## config.mk

```make
export PLATFORM = sky130hd
export DESIGN_NAME = dual_issue_pair
export DESIGN_NICKNAME = d
export VERILOG_FILES = /design/src/rtl/dual_issue_pkg.sv /design/src/rtl/pair_rules.sv /design/src/rtl/issue_pick.sv /design/src/rtl/leftover_slot.sv /design/src/rtl/dual_issue_pair.sv
export SDC_FILE = /design/constraint.sdc
export NUM_CORES = 1
export LEC_CHECK = 0
export BUFFER_PORTS_ARGS = -buffer_cell sky130_fd_sc_hd__buf_2
export CORE_AREA = 2 2 39 41
export DETAILED_ROUTE_END_ITERATION = 10
export DIE_AREA = 0 0 41 43
export GPL_ROUTABILITY_DRIVEN = 0
export PLACE_DENSITY = 0.56
export SYNTH_ARGS = -nofsm -noshare
export SYNTH_HDL_FRONTEND = slang
export SYNTH_SLANG_ARGS = --single-unit
```

## constraint.sdc

```tcl
create_clock -name clk -period 2.6 [get_ports clk]
set_input_delay 0 -clock clk [delete_from_list [all_inputs] [get_ports clk]]
set_output_delay 0 -clock clk [all_outputs]
set_load 0.01 [all_outputs]
```

## src/rtl/dual_issue_pkg.sv

```systemverilog
package dual_issue_pkg;

    localparam int CLS_W = 3;

    typedef enum logic [CLS_W-1:0] {
        CLS_IOP  = 3'd0,
        CLS_FOP  = 3'd1,
        CLS_LD   = 3'd2,
        CLS_IST  = 3'd3,
        CLS_FST  = 3'd4,
        CLS_IBR  = 3'd5,
        CLS_FBR  = 3'd6,
        CLS_NONE = 3'd7
    } op_class_e;

    typedef struct packed {
        op_class_e cls;
        logic      rdy;
    } cand_t;

    // Partner set of an operate instruction, bounded by register-file ports.
    function automatic logic operate_partner_ok(op_class_e op, op_class_e other);
        if (op == CLS_IOP)
            return (other == CLS_FOP) || (other == CLS_LD) ||
                   (other == CLS_IST) || (other == CLS_IBR);
        if (op == CLS_FOP)
            return (other == CLS_IOP) || (other == CLS_LD) ||
                   (other == CLS_FST) || (other == CLS_FBR);
        return 1'b0;
    endfunction

    function automatic logic may_pair(op_class_e a, op_class_e b);
        return operate_partner_ok(a, b) || operate_partner_ok(b, a);
    endfunction

endpackage

```

## src/rtl/pair_rules.sv

```systemverilog
module pair_rules
    import dual_issue_pkg::*;
(
    input  op_class_e older_cls,
    input  op_class_e younger_cls,
    output logic      legal
);
    always_comb begin
        legal = may_pair(older_cls, younger_cls);
    end
endmodule

```

## src/rtl/issue_pick.sv

```systemverilog
module issue_pick
    import dual_issue_pkg::*;
(
    input  logic      held,
    input  cand_t     held_cand,
    input  logic      pair_valid,
    input  cand_t     older,
    input  cand_t     younger,
    input  logic      legal,
    output logic      fire0,
    output op_class_e cls0,
    output logic      fire1,
    output op_class_e cls1,
    output logic      stall,
    output logic      capture,
    output op_class_e capture_cls
);
    always_comb begin
        fire0       = 1'b0;
        fire1       = 1'b0;
        cls0        = CLS_NONE;
        cls1        = CLS_NONE;
        stall       = 1'b0;
        capture     = 1'b0;
        capture_cls = younger.cls;
        if (held) begin
            cls0  = held_cand.cls;
            fire0 = held_cand.rdy;
            stall = 1'b1;
        end else if (pair_valid && older.cls != CLS_NONE) begin
            cls0    = older.cls;
            cls1    = younger.cls;
            fire0   = older.rdy;
            fire1   = older.rdy && younger.rdy && legal &&
                      (younger.cls != CLS_NONE);
            stall   = !older.rdy;
            capture = older.rdy && (younger.cls != CLS_NONE) && !fire1;
        end
    end
endmodule

```

## src/rtl/leftover_slot.sv

```systemverilog
module leftover_slot
    import dual_issue_pkg::*;
(
    input  logic      clk,
    input  logic      rst,
    input  logic      capture,
    input  op_class_e capture_cls,
    input  logic      drain,
    output logic      valid,
    output op_class_e cls
);
    always_ff @(posedge clk) begin
        if (rst) begin
            valid <= 1'b0;
            cls   <= CLS_NONE;
        end else if (capture) begin
            valid <= 1'b1;
            cls   <= capture_cls;
        end else if (valid && drain) begin
            valid <= 1'b0;
            cls   <= CLS_NONE;
        end
    end
endmodule

```

## src/rtl/dual_issue_pair.sv

```systemverilog
module dual_issue_pair
    import dual_issue_pkg::*;
(
    input  logic             clk,
    input  logic             rst,
    input  logic             pair_valid,
    input  logic [CLS_W-1:0] slot0_cls,
    input  logic             slot0_rdy,
    input  logic [CLS_W-1:0] slot1_cls,
    input  logic             slot1_rdy,
    input  logic             hold_rdy,
    output logic             iss0_fire,
    output logic [CLS_W-1:0] iss0_cls,
    output logic             iss1_fire,
    output logic [CLS_W-1:0] iss1_cls,
    output logic             fe_stall,
    output logic             hold_valid
);
    cand_t     older, younger, held_cand;
    logic      legal, capture;
    op_class_e capture_cls, held_cls, pick0, pick1;

    always_comb begin
        older     = '{cls: op_class_e'(slot0_cls), rdy: slot0_rdy};
        younger   = '{cls: op_class_e'(slot1_cls), rdy: slot1_rdy};
        held_cand = '{cls: held_cls, rdy: hold_rdy};
    end

    pair_rules u_rules (
        .older_cls   (older.cls),
        .younger_cls (younger.cls),
        .legal       (legal)
    );

    issue_pick u_pick (
        .held        (hold_valid),
        .held_cand   (held_cand),
        .pair_valid  (pair_valid),
        .older       (older),
        .younger     (younger),
        .legal       (legal),
        .fire0       (iss0_fire),
        .cls0        (pick0),
        .fire1       (iss1_fire),
        .cls1        (pick1),
        .stall       (fe_stall),
        .capture     (capture),
        .capture_cls (capture_cls)
    );

    leftover_slot u_slot (
        .clk         (clk),
        .rst         (rst),
        .capture     (capture),
        .capture_cls (capture_cls),
        .drain       (iss0_fire),
        .valid       (hold_valid),
        .cls         (held_cls)
    );

    assign iss0_cls = pick0;
    assign iss1_cls = pick1;
endmodule

```

==> results of run 1 <==
[path summary, 6_finish.rpt]
kind / startpoint / end / slack (ns) / cells past startpoint
setup / recovery: u_slot.valid / iss0_fire / 1.35 / 3
setup reg to reg: u_slot.valid / u_slot.cls[2] / 1.53 / 3
hold reg to reg: u_slot.cls[1] / u_slot.cls[1] / 0.53 / 2
hold / removal: rst / u_slot.valid / 0.02 / 2
[cell usage in the layout, fill, tap and decap left out, drive strengths merged, types with 2 or more instances in the layout]
master and instances:
nand3 3, nor3 3, mux2i 3, nand2b 2, nor2b 3, a21oi 4, or3 3, buf 21
clkbuf 3, dfxtp 4, nand2 2, nor2 9, a21o 2
[per-layer routing]
| layer | share of wire | wire, um | track usage |
|---|---|---|---|
| met5 | 0 | 0 | 0 |
| met4 | 0 | 0 | 0.100 |
| met3 | 0.078 | 75 | 0.0157 |
| met2 | 0.49 | 469 | 0.188 |
| met1 | 0.43 | 414 | 0.122 |
[stage by stage]
step	cells	hold WS, ns	setup WS (ns)	instance area (sq um)	util
floorplan	45	0.0691	1.64	344	-
global placement	81	0.266	1.57	465	0.336
detailed placement	81	0.264	1.52	465	0.336
CTS	84	0.0148	1.32	488	0.353
global route	84	0.0396	1.24	488	0.353
finish	84	0.0225	1.35	488	0.353
[worst register-to-register path, stage by stage (launching register included)]
cell and delay [ns]:
dfxtp_1 0.41, nor2_2 0.24, nand4_4 0.16, mux2i_1 0.15
[registers in the layout, summed over array words and instances, names as in the netlist]
register and cells:
u_slot.cls 3, u_slot.valid 1
[power groups by stage]
stage          clock, uW  combinational, uW  sequential (uW)
2_1_floorplan          0               33.8             68.0
3_3_place_gp           0               60.9             69.4
3_5_place_dp           0               61.8             69.6
4_1_cts             80.0               62.1             68.7
5_1_grt             80.7               67.7             69.3
6_report            74.5               61.0             68.7
[kinds of logic (layout without fill, tap and decap cells)]
logic type | after synthesis | after routing | synth area share
buffers and inverters | 1 | 24 | 0.0109
and+or+nand+nor | 27 | 27 | 0.444
AOI/OAI and AO/OA | 10 | 10 | 0.225
DFF | 4 | 4 | 0.233
muxes | 3 | 3 | 0.0873
[area by class of cell]
| type | instances | area (sq um) | area share |
|---|---|---|---|
| multi-input combinational | 40 | 260 | 0.533 |
| timing repair buffer | 21 | 105 | 0.215 |
| sequential | 4 | 80.1 | 0.164 |
| clock buffer | 3 | 22.5 | 0.0462 |
| tap | 16 | 20.0 | 0.0410 |
==> results.json, run 1 <==
{
  "outcome": "complete, no violations",
  "synth-edff-count": 0,
  "cpPeakStageDelay_ns": 0.54,
  "die_area_sq_um": 1760,
  "chipWidth_um": 41,
  "final.min_clock_period_ns": 1.25,
  "power_frac_seq": 0.336,
  "grt_antenna_before_repair": 0,
  "detailedRoute.firstPassIterationCount": 2,
  "syn_area_sq_um": 344,
  "synth.top_cells.by_area": "dfxtp_1 23%, mux2i_1 8.7%, nor2_1 8.7%",
  "synth_seq_area_share": 0.233,
  "finish.net_count": 82,
  "fin_tns_setup_ns": 0,
  "netlist.area_leader.share": 0.233,
  "final_max_slew_viol_count": 0,
  "critPathArrivalTime_ns": 1.25,
  "final_layout_size_suffix_gt1_frac": 0.441,
  "initial_utilization": 0.249,
  "max-slew-margin-rel": 0.747,
  "internal_power_uw": 144,
  "route.detailed.vias_per_inst": 4.81,
  "num-fill-cells": 159,
  "combPwrFrac": 0.299,
  "hp-class": "in2reg",
  "ios": 22,
  "leak_uw": 0.000229,
  "timing.critical_path.cells": "and2_2 > a21o_1 > buf_2",
  "antenna_left": 0,
  "post_cts_buffers": 0,
  "std_cell_rows": 14,
  "synthToLayoutAreaGrowth_pct": 41.8,
  "synth_common_cells": "8 x nor2_1, 4 x a21oi_1, 4 x dfxtp_1",
  "clockPowerShare": 0.365,
  "power.density_cell_area_nw_per_um2": 418,
  "synth_top_flop_cell": "dfxtp_1",
  "power.ir.vdd_worst_mv": 0.202,
  "maximum_number_of_buffers_from_clock_root_to_sink": 2,
  "timing.setup.critical_path_class": "reg2out",
  "port_buffers": 21,
  "cts_tree": "yes",
  "clk_root_buffer_cell": "clkbuf_4",
  "max_freq_mhz": 803,
  "coreArea_sq_um": 1380,
  "setup_viol": 0,
  "detail_route.wirelength_um": 960,
  "combined_buffer_and_inverter_count_along_the_critical_path": 1,
  "finalClockSkew_ns": 0.0000628,
  "route.vias.total": 404,
  "yosysWarningCount": 0,
  "clk_transition_reported_paths_ns": 0.04,
  "swShare": 0.294,
  "report.final.hold_viol_count": 0,
  "post_cts_resized": 0,
  "rsz0062_at_grt": "no",
  "globalRouteOverflowTotal": 0,
  "wl_per_cell_um": 11.4,
  "worst-path-max-fanout": 14,
  "number_of_global_route_vias_before_repair": 349,
  "initialDrtViolationCount": 4,
  "place.detailed.hpwl_um": 786,
  "post_synth.cell_area_avg_sq_um": 7.65,
  "first_pass_grt_wire_length_mm": 1.36,
  "timing.final.crit_share": 0.479,
  "timing.max_cap.violations": 0,
  "grt_start_max_net_pins": 15,
  "power.switching_uw": 60.0,
  "path_delay_family": "flip-flops",
  "worst_ep_required_time_ns": 2.60,
  "synth_top_area_cell": "dfxtp_1",
  "timing.critical_path.slowest_stage_cell": "dfxtp_1",
  "insertion_delay_ns": 0.23,
  "postCtsHoldBufs": 0,
  "postSynthRegisterBits": 4,
  "slew_worst_pin_ns": 0.379,
  "synth_async_sr_flop_share": 0,
  "clock-sinks": 4,
  "route.detailed.drc": 0,
  "critPathCaptureType": "primary output",
  "cts-buffers-inserted": 3,
  "n_antenna_cell": 0,
  "synthCells": 45,
  "total_power_uw": 204,
  "synth_net_count": 57,
  "post_synth_cell_types": 20,
  "yosysMostFrequentCell": "nor2_1",
  "die_span_y_um": 43,
  "worst_setup_path_start_kind": "flop",
  "cts_htree_levels": 1,
  "gr-usage-all-layers": 0.116
}
Note: power is estimated with default switching activity, not from simulation.
==> inputs of run 2 (changes only) <==
- ABC_AREA: unset -> 1
- PLACE_DENSITY: 0.56 -> 0.61
- clock period: 2.6 -> 1.09 ns (I/O delays scaled with it)
==> results.json, run 2 <==
{
  "port_buffers": 21,
  "synth_async_sr_flop_share": 0,
  "power.ir.vdd_worst_mv": 0.580,
  "postSynthRegisterBits": 4,
  "first_pass_grt_wire_length_mm": 1.68,
  "max-slew-margin-rel": 0.875,
  "timing.critical_path.slowest_stage_cell": "dfxtp_4",
  "total_power_uw": 523,
  "synth.top_cells.by_area": "dfxtp_1 21%, nand2_1 21%, o21ai_0 12%",
  "cts_tree": "yes",
  "finish.net_count": 109,
  "finalClockSkew_ns": 0.00305,
  "max_freq_mhz": 963,
  "report.final.hold_viol_count": 0,
  "antenna_left": 0,
  "critPathArrivalTime_ns": 1.04,
  "synthCells": 67,
  "synth_common_cells": "21 x nand2_1, 12 x inv_1, 9 x o21ai_0",
  "final.min_clock_period_ns": 1.04,
  "synthToLayoutAreaGrowth_pct": 52.7,
  "synth_top_area_cell": "dfxtp_1",
  "outcome": "complete, no violations",
  "ios": 22,
  "route.vias.total": 498,
  "timing.max_cap.violations": 0,
  "num-fill-cells": 163,
  "initial_utilization": 0.269,
  "crit_top_cell": "nand2_1",
  "final_max_slew_viol_count": 0,
  "route.detailed.drc": 0,
  "clk_root_buffer_cell": "clkbuf_4",
  "chipWidth_um": 41,
  "worst_ep_required_time_ns": 1.09,
  "maximum_number_of_buffers_from_clock_root_to_sink": 2,
  "worst_setup_path_start_kind": "flop",
  "timing.setup.critical_path_class": "reg2out",
  "top_register": "u_slot.cls",
  "detail_route.wirelength_um": 979,
  "cts_htree_levels": 1,
  "hp-class": "in2reg",
  "leak_uw": 0.000339,
  "rsz0062_at_grt": "no",
  "grt_antenna_before_repair": 0,
  "post_synth.cell_area_avg_sq_um": 5.57,
  "syn_area_sq_um": 373,
  "number_of_global_route_vias_before_repair": 459,
  "yosysMostFrequentCell": "nand2_1",
  "path_delay_family": "flip-flops",
  "utilization": 0.411,
  "clk_transition_reported_paths_ns": 0.04,
  "n_antenna_cell": 0,
  "timing.critical_path.cells": "buf_4 > nand2_1 > nand2_1 > buf_2",
  "critPathCaptureType": "primary output",
  "insertion_delay_ns": 0.24,
  "cpPeakStageDelay_ns": 0.35,
  "worst-path-max-fanout": 4,
  "std_cell_rows": 14,
  "synth-edff-count": 0,
  "coreArea_sq_um": 1380,
  "die_span_y_um": 43,
  "most-common-layout-cells": "21 x nand2_1, 21 x buf_2, 11 x inv_1",
  "slew_worst_pin_ns": 0.187,
  "sequential_cell_area_sq_um": 83.8,
  "yosysWarningCount": 0,
  "timing.final.crit_share": 0.953,
  "multi_input_area_sq_um": 256,
  "clock-sinks": 4,
  "globalRouteOverflowTotal": 0,
  "final_layout_size_suffix_gt1_frac": 0.411,
  "flip_flop_count_of_the_largest_register_after_layout": 3,
  "die_area_sq_um": 1760,
  "setup_viol": 0,
  "detailedRoute.firstPassIterationCount": 4,
  "netlist.area_leader.share": 0.215,
  "initialDrtViolationCount": 11,
  "gr-usage-all-layers": 0.138,
  "route.detailed.vias_per_inst": 4.49,
  "wl_per_cell_um": 8.82,
  "cts-buffers-inserted": 3,
  "post_synth_cell_types": 12,
  "synth_net_count": 79,
  "layout_top_registers": "u_slot.cls x3, u_slot.valid x1",
  "synth_top_flop_cell": "dfxtp_1",
  "grt_start_max_net_pins": 8,
  "synth_seq_area_share": 0.215,
  "place.detailed.hpwl_um": 807,
  "combined_buffer_and_inverter_count_along_the_critical_path": 2,
  "power.density_cell_area_nw_per_um2": 918
}
## run 2: changes by cell type in the layout (fill, tap and decap cells not counted), sizes merged, moves of 2 or more
cell,delta
a21o,-2
a21oi,-3
buf,+3
inv,+12
mux2i,-3
nand2,+23
nand2b,-2
nand3,+5
nor2,-3
nor2b,-3
nor3,-2
o21ai,+9
or3,-3
## run 2: per-stage QoR
stage | instances | cell area [sq um] | setup WS [ns] | hold slack, ns | TNS, ns
finish | 111 | 569 | 0.0512 | 0.0321 | 0
global route | 111 | 569 | 0.000563 | 0.0246 | 0
CTS | 111 | 557 | -0.00354 | 0.0341 | -0.00696
detailed placement | 106 | 513 | 0.0876 | 0.179 | 0
global placement | 106 | 513 | 0.113 | 0.178 | 0
floorplan | 67 | 373 | 0.0444 | 0.0691 | 0
## run 2: area by class of cell
class	count	area share
Inverter	12	0.0791
Multi-Input combinational cell	51	0.451
Tap cell	16	0.0352
Clock buffer	3	0.0396
Sequential cell	4	0.147
Timing Repair Buffer	25	0.248
## run 2: power breakdown
| group | internal (uW) | switching [uW] |
|---|---|---|
| Sequential | 153 | 4.09 |
| Combinational | 78.7 | 102 |
| Clock | 123 | 60.9 |
| Total | 355 | 167 |
## run 2: timing repair
action / CTS / global route
setup endpoints to repair: 4 / 4
pin swaps: 0 / 0
endpoints found under the hold margin: 1 / 0
setup buffers: 1 / 0
hold buffers: 1 / 0
gates resized for setup: 3 / 9
## run 2: routing by layer
metal  track usage  up-vias  part of all wire
li1              -      265                 -
met1         0.174      217              0.44
met2         0.213       16              0.50
met3        0.0471        0             0.064
met4        0.0400        0                 0
met5             0        -                 0
## run 2: cells by family (layout without fill, tap and decap cells)
group	count (synthesis)	after routing	share of synthesized area
AOI/OAI and AO/OA	10	10	0.134
buffers and inverters	12	40	0.121
DFF	4	4	0.215
and+or+nand+nor	41	41	0.530
## run 2: path summary, 6_finish.rpt
path | depth (start not counted) | from | end | slack (ns)
setup / recovery | 4 | u_slot.valid | iss0_fire | 0.05
setup reg to reg | 6 | u_slot.valid | u_slot.cls[1] | 0.12
hold reg to reg | 4 | u_slot.cls[0] | u_slot.cls[0] | 0.54
hold / removal | 3 | hold_rdy | u_slot.valid | 0.03
## run 2: worst register-to-register path, cell delays in order, from the launching register on
cell and delay [ns]:
dfxtp_4 0.35, nor2_4 0.11, nand2_2 0.07, nor2_4 0.12
nand3_1 0.10, nand2_1 0.07, nand2_1 0.04
==> inputs of run 3 (changes only) <==
- ABC_AREA: 1 -> unset
- PLACE_DENSITY: 0.61 -> 0.58
==> results.json, run 3 (synthesis results as in run 1) <==
{
  "outcome": "finished, violations left",
  "failed_checks": "setup timing",
  "critPathArrivalTime_ns": 1.13,
  "total_power_uw": 509,
  "clock-sinks": 4,
  "wl_per_cell_um": 11.1,
  "ios": 22,
  "report.final.hold_viol_count": 0,
  "power.ir.vdd_worst_mv": 0.744,
  "synthToLayoutAreaGrowth_pct": 64.4,
  "flip_flop_count_of_the_largest_register_after_layout": 3,
  "route.detailed.vias_per_inst": 4.97,
  "cts_tree": "yes",
  "timing.setup.critical_path_class": "reg2out",
  "worst_setup_path_start_kind": "flop",
  "instances_no_fill": 88,
  "antenna_left": 0,
  "coreArea_sq_um": 1380,
  "finalClockSkew_ns": 0.00798,
  "power.density_cell_area_nw_per_um2": 901,
  "cts-buffers-inserted": 3,
  "timing.final.crit_share": 1.04,
  "timing.max_cap.violations": 0,
  "die_area_sq_um": 1760,
  "std_cell_rows": 14,
  "final_layout_size_suffix_gt1_frac": 0.556,
  "placedCellCount": 82,
  "hp-class": "in2reg",
  "slew_worst_pin_ns": 0.246,
  "final.min_clock_period_ns": 1.13,
  "route.detailed.drc": 0,
  "route.vias.total": 437,
  "layout_top_registers": "u_slot.cls x3, u_slot.valid x1",
  "clk_root_buffer_cell": "clkbuf_4",
  "initial_utilization": 0.249,
  "place.detailed.hpwl_um": 737,
  "clk_transition_reported_paths_ns": 0.04,
  "initialDrtViolationCount": 4,
  "most-common-layout-cells": "21 x buf_2, 8 x nor2_1",
  "layout.cells.most_common": "buf_2",
  "setup_viol": 5,
  "max_freq_mhz": 881,
  "max-slew-margin-rel": 0.836,
  "worst_ep_required_time_ns": 1.09,
  "gr-usage-all-layers": 0.122,
  "postCtsHoldBufs": 0,
  "cts_htree_levels": 1,
  "final.hold.worst_slack_ns": 0.0417,
  "detailedRoute.firstPassIterationCount": 4,
  "leak_uw": 0.000258,
  "rsz0062_at_grt": "yes",
  "first_pass_grt_wire_length_mm": 1.50,
  "top_register": "u_slot.cls",
  "final_max_slew_viol_count": 0,
  "finish.net_count": 86,
  "port_buffers": 21,
  "placement.setup.worst_slack_ns": 0.0575,
  "die_span_y_um": 43,
  "postLayoutSetupSlackWorst_ns": -0.0446,
  "chipWidth_um": 41,
  "number_of_global_route_vias_before_repair": 364,
  "maximum_number_of_buffers_from_clock_root_to_sink": 2,
  "globalRouteOverflowTotal": 0,
  "worst-path-max-fanout": 6,
  "grt_antenna_before_repair": 0,
  "insertion_delay_ns": 0.23,
  "detail_route.wirelength_um": 976,
  "n_antenna_cell": 0,
  "grt_start_max_net_pins": 8,
  "critPathCaptureType": "primary output"
}
==> run 3: final cells by class <==
class | instances | area (sq um)
Sequential cell | 4 | 83.8
Clock buffer | 3 | 22.5
Fill cell | 139 | 818
Timing Repair Buffer | 25 | 146
Tap cell | 16 | 20.0
Multi-Input combinational cell | 40 | 293
==> run 3: critical path: stages, from the launching register on <==
cell,delay (ns)
dfxtp_4,0.36
buf_6,0.13
nor2b_1,0.12
a21oi_1,0.14
buf_2,0.15
==> run 3: path summary, 6_finish.rpt <==
path / startpoint / slack [ns] / end / cells after the start
worst min-delay path: rst / 0.04 / u_slot.valid / 2
worst min register to register: u_slot.cls[0] / 0.53 / u_slot.cls[0] / 2
worst max register to register: u_slot.valid / 0.02 / u_slot.cls[0] / 5
worst max-delay path: u_slot.valid / -0.04 / iss0_cls[0] / 4
==> run 3: timing repair <==
item | in CTS | in global routing
resized for setup | 8 | 6
pin swaps | 0 | 2
setup endpoints to repair | 8 | 11
buffers inserted | 3 | 0
endpoints found under the hold margin | 0 | 0
==> run 3: power by group <==
part,switching (uW),internal [uW]
sequential,9.21,154
combinational,88.3,82.8
clock,52.6,123
==> run 3: routing by layer <==
metal | GRT usage | vias up | part of all wire
li1 | - | 224 | -
met1 | 0.164 | 202 | 0.44
met2 | 0.191 | 11 | 0.50
met3 | 0.0524 | 0 | 0.061
met4 | 0 | 0 | 0
met5 | 0 | - | 0
==> run 3: per-stage QoR <==
stage	TNS (ns)	cell area [sq um]	util
floorplan	0	344	-
global placement	0	473	0.342
detailed placement	0	473	0.342
CTS	-0.136	536	0.387
global route	-0.369	566	0.409
finish	-0.0757	566	0.409
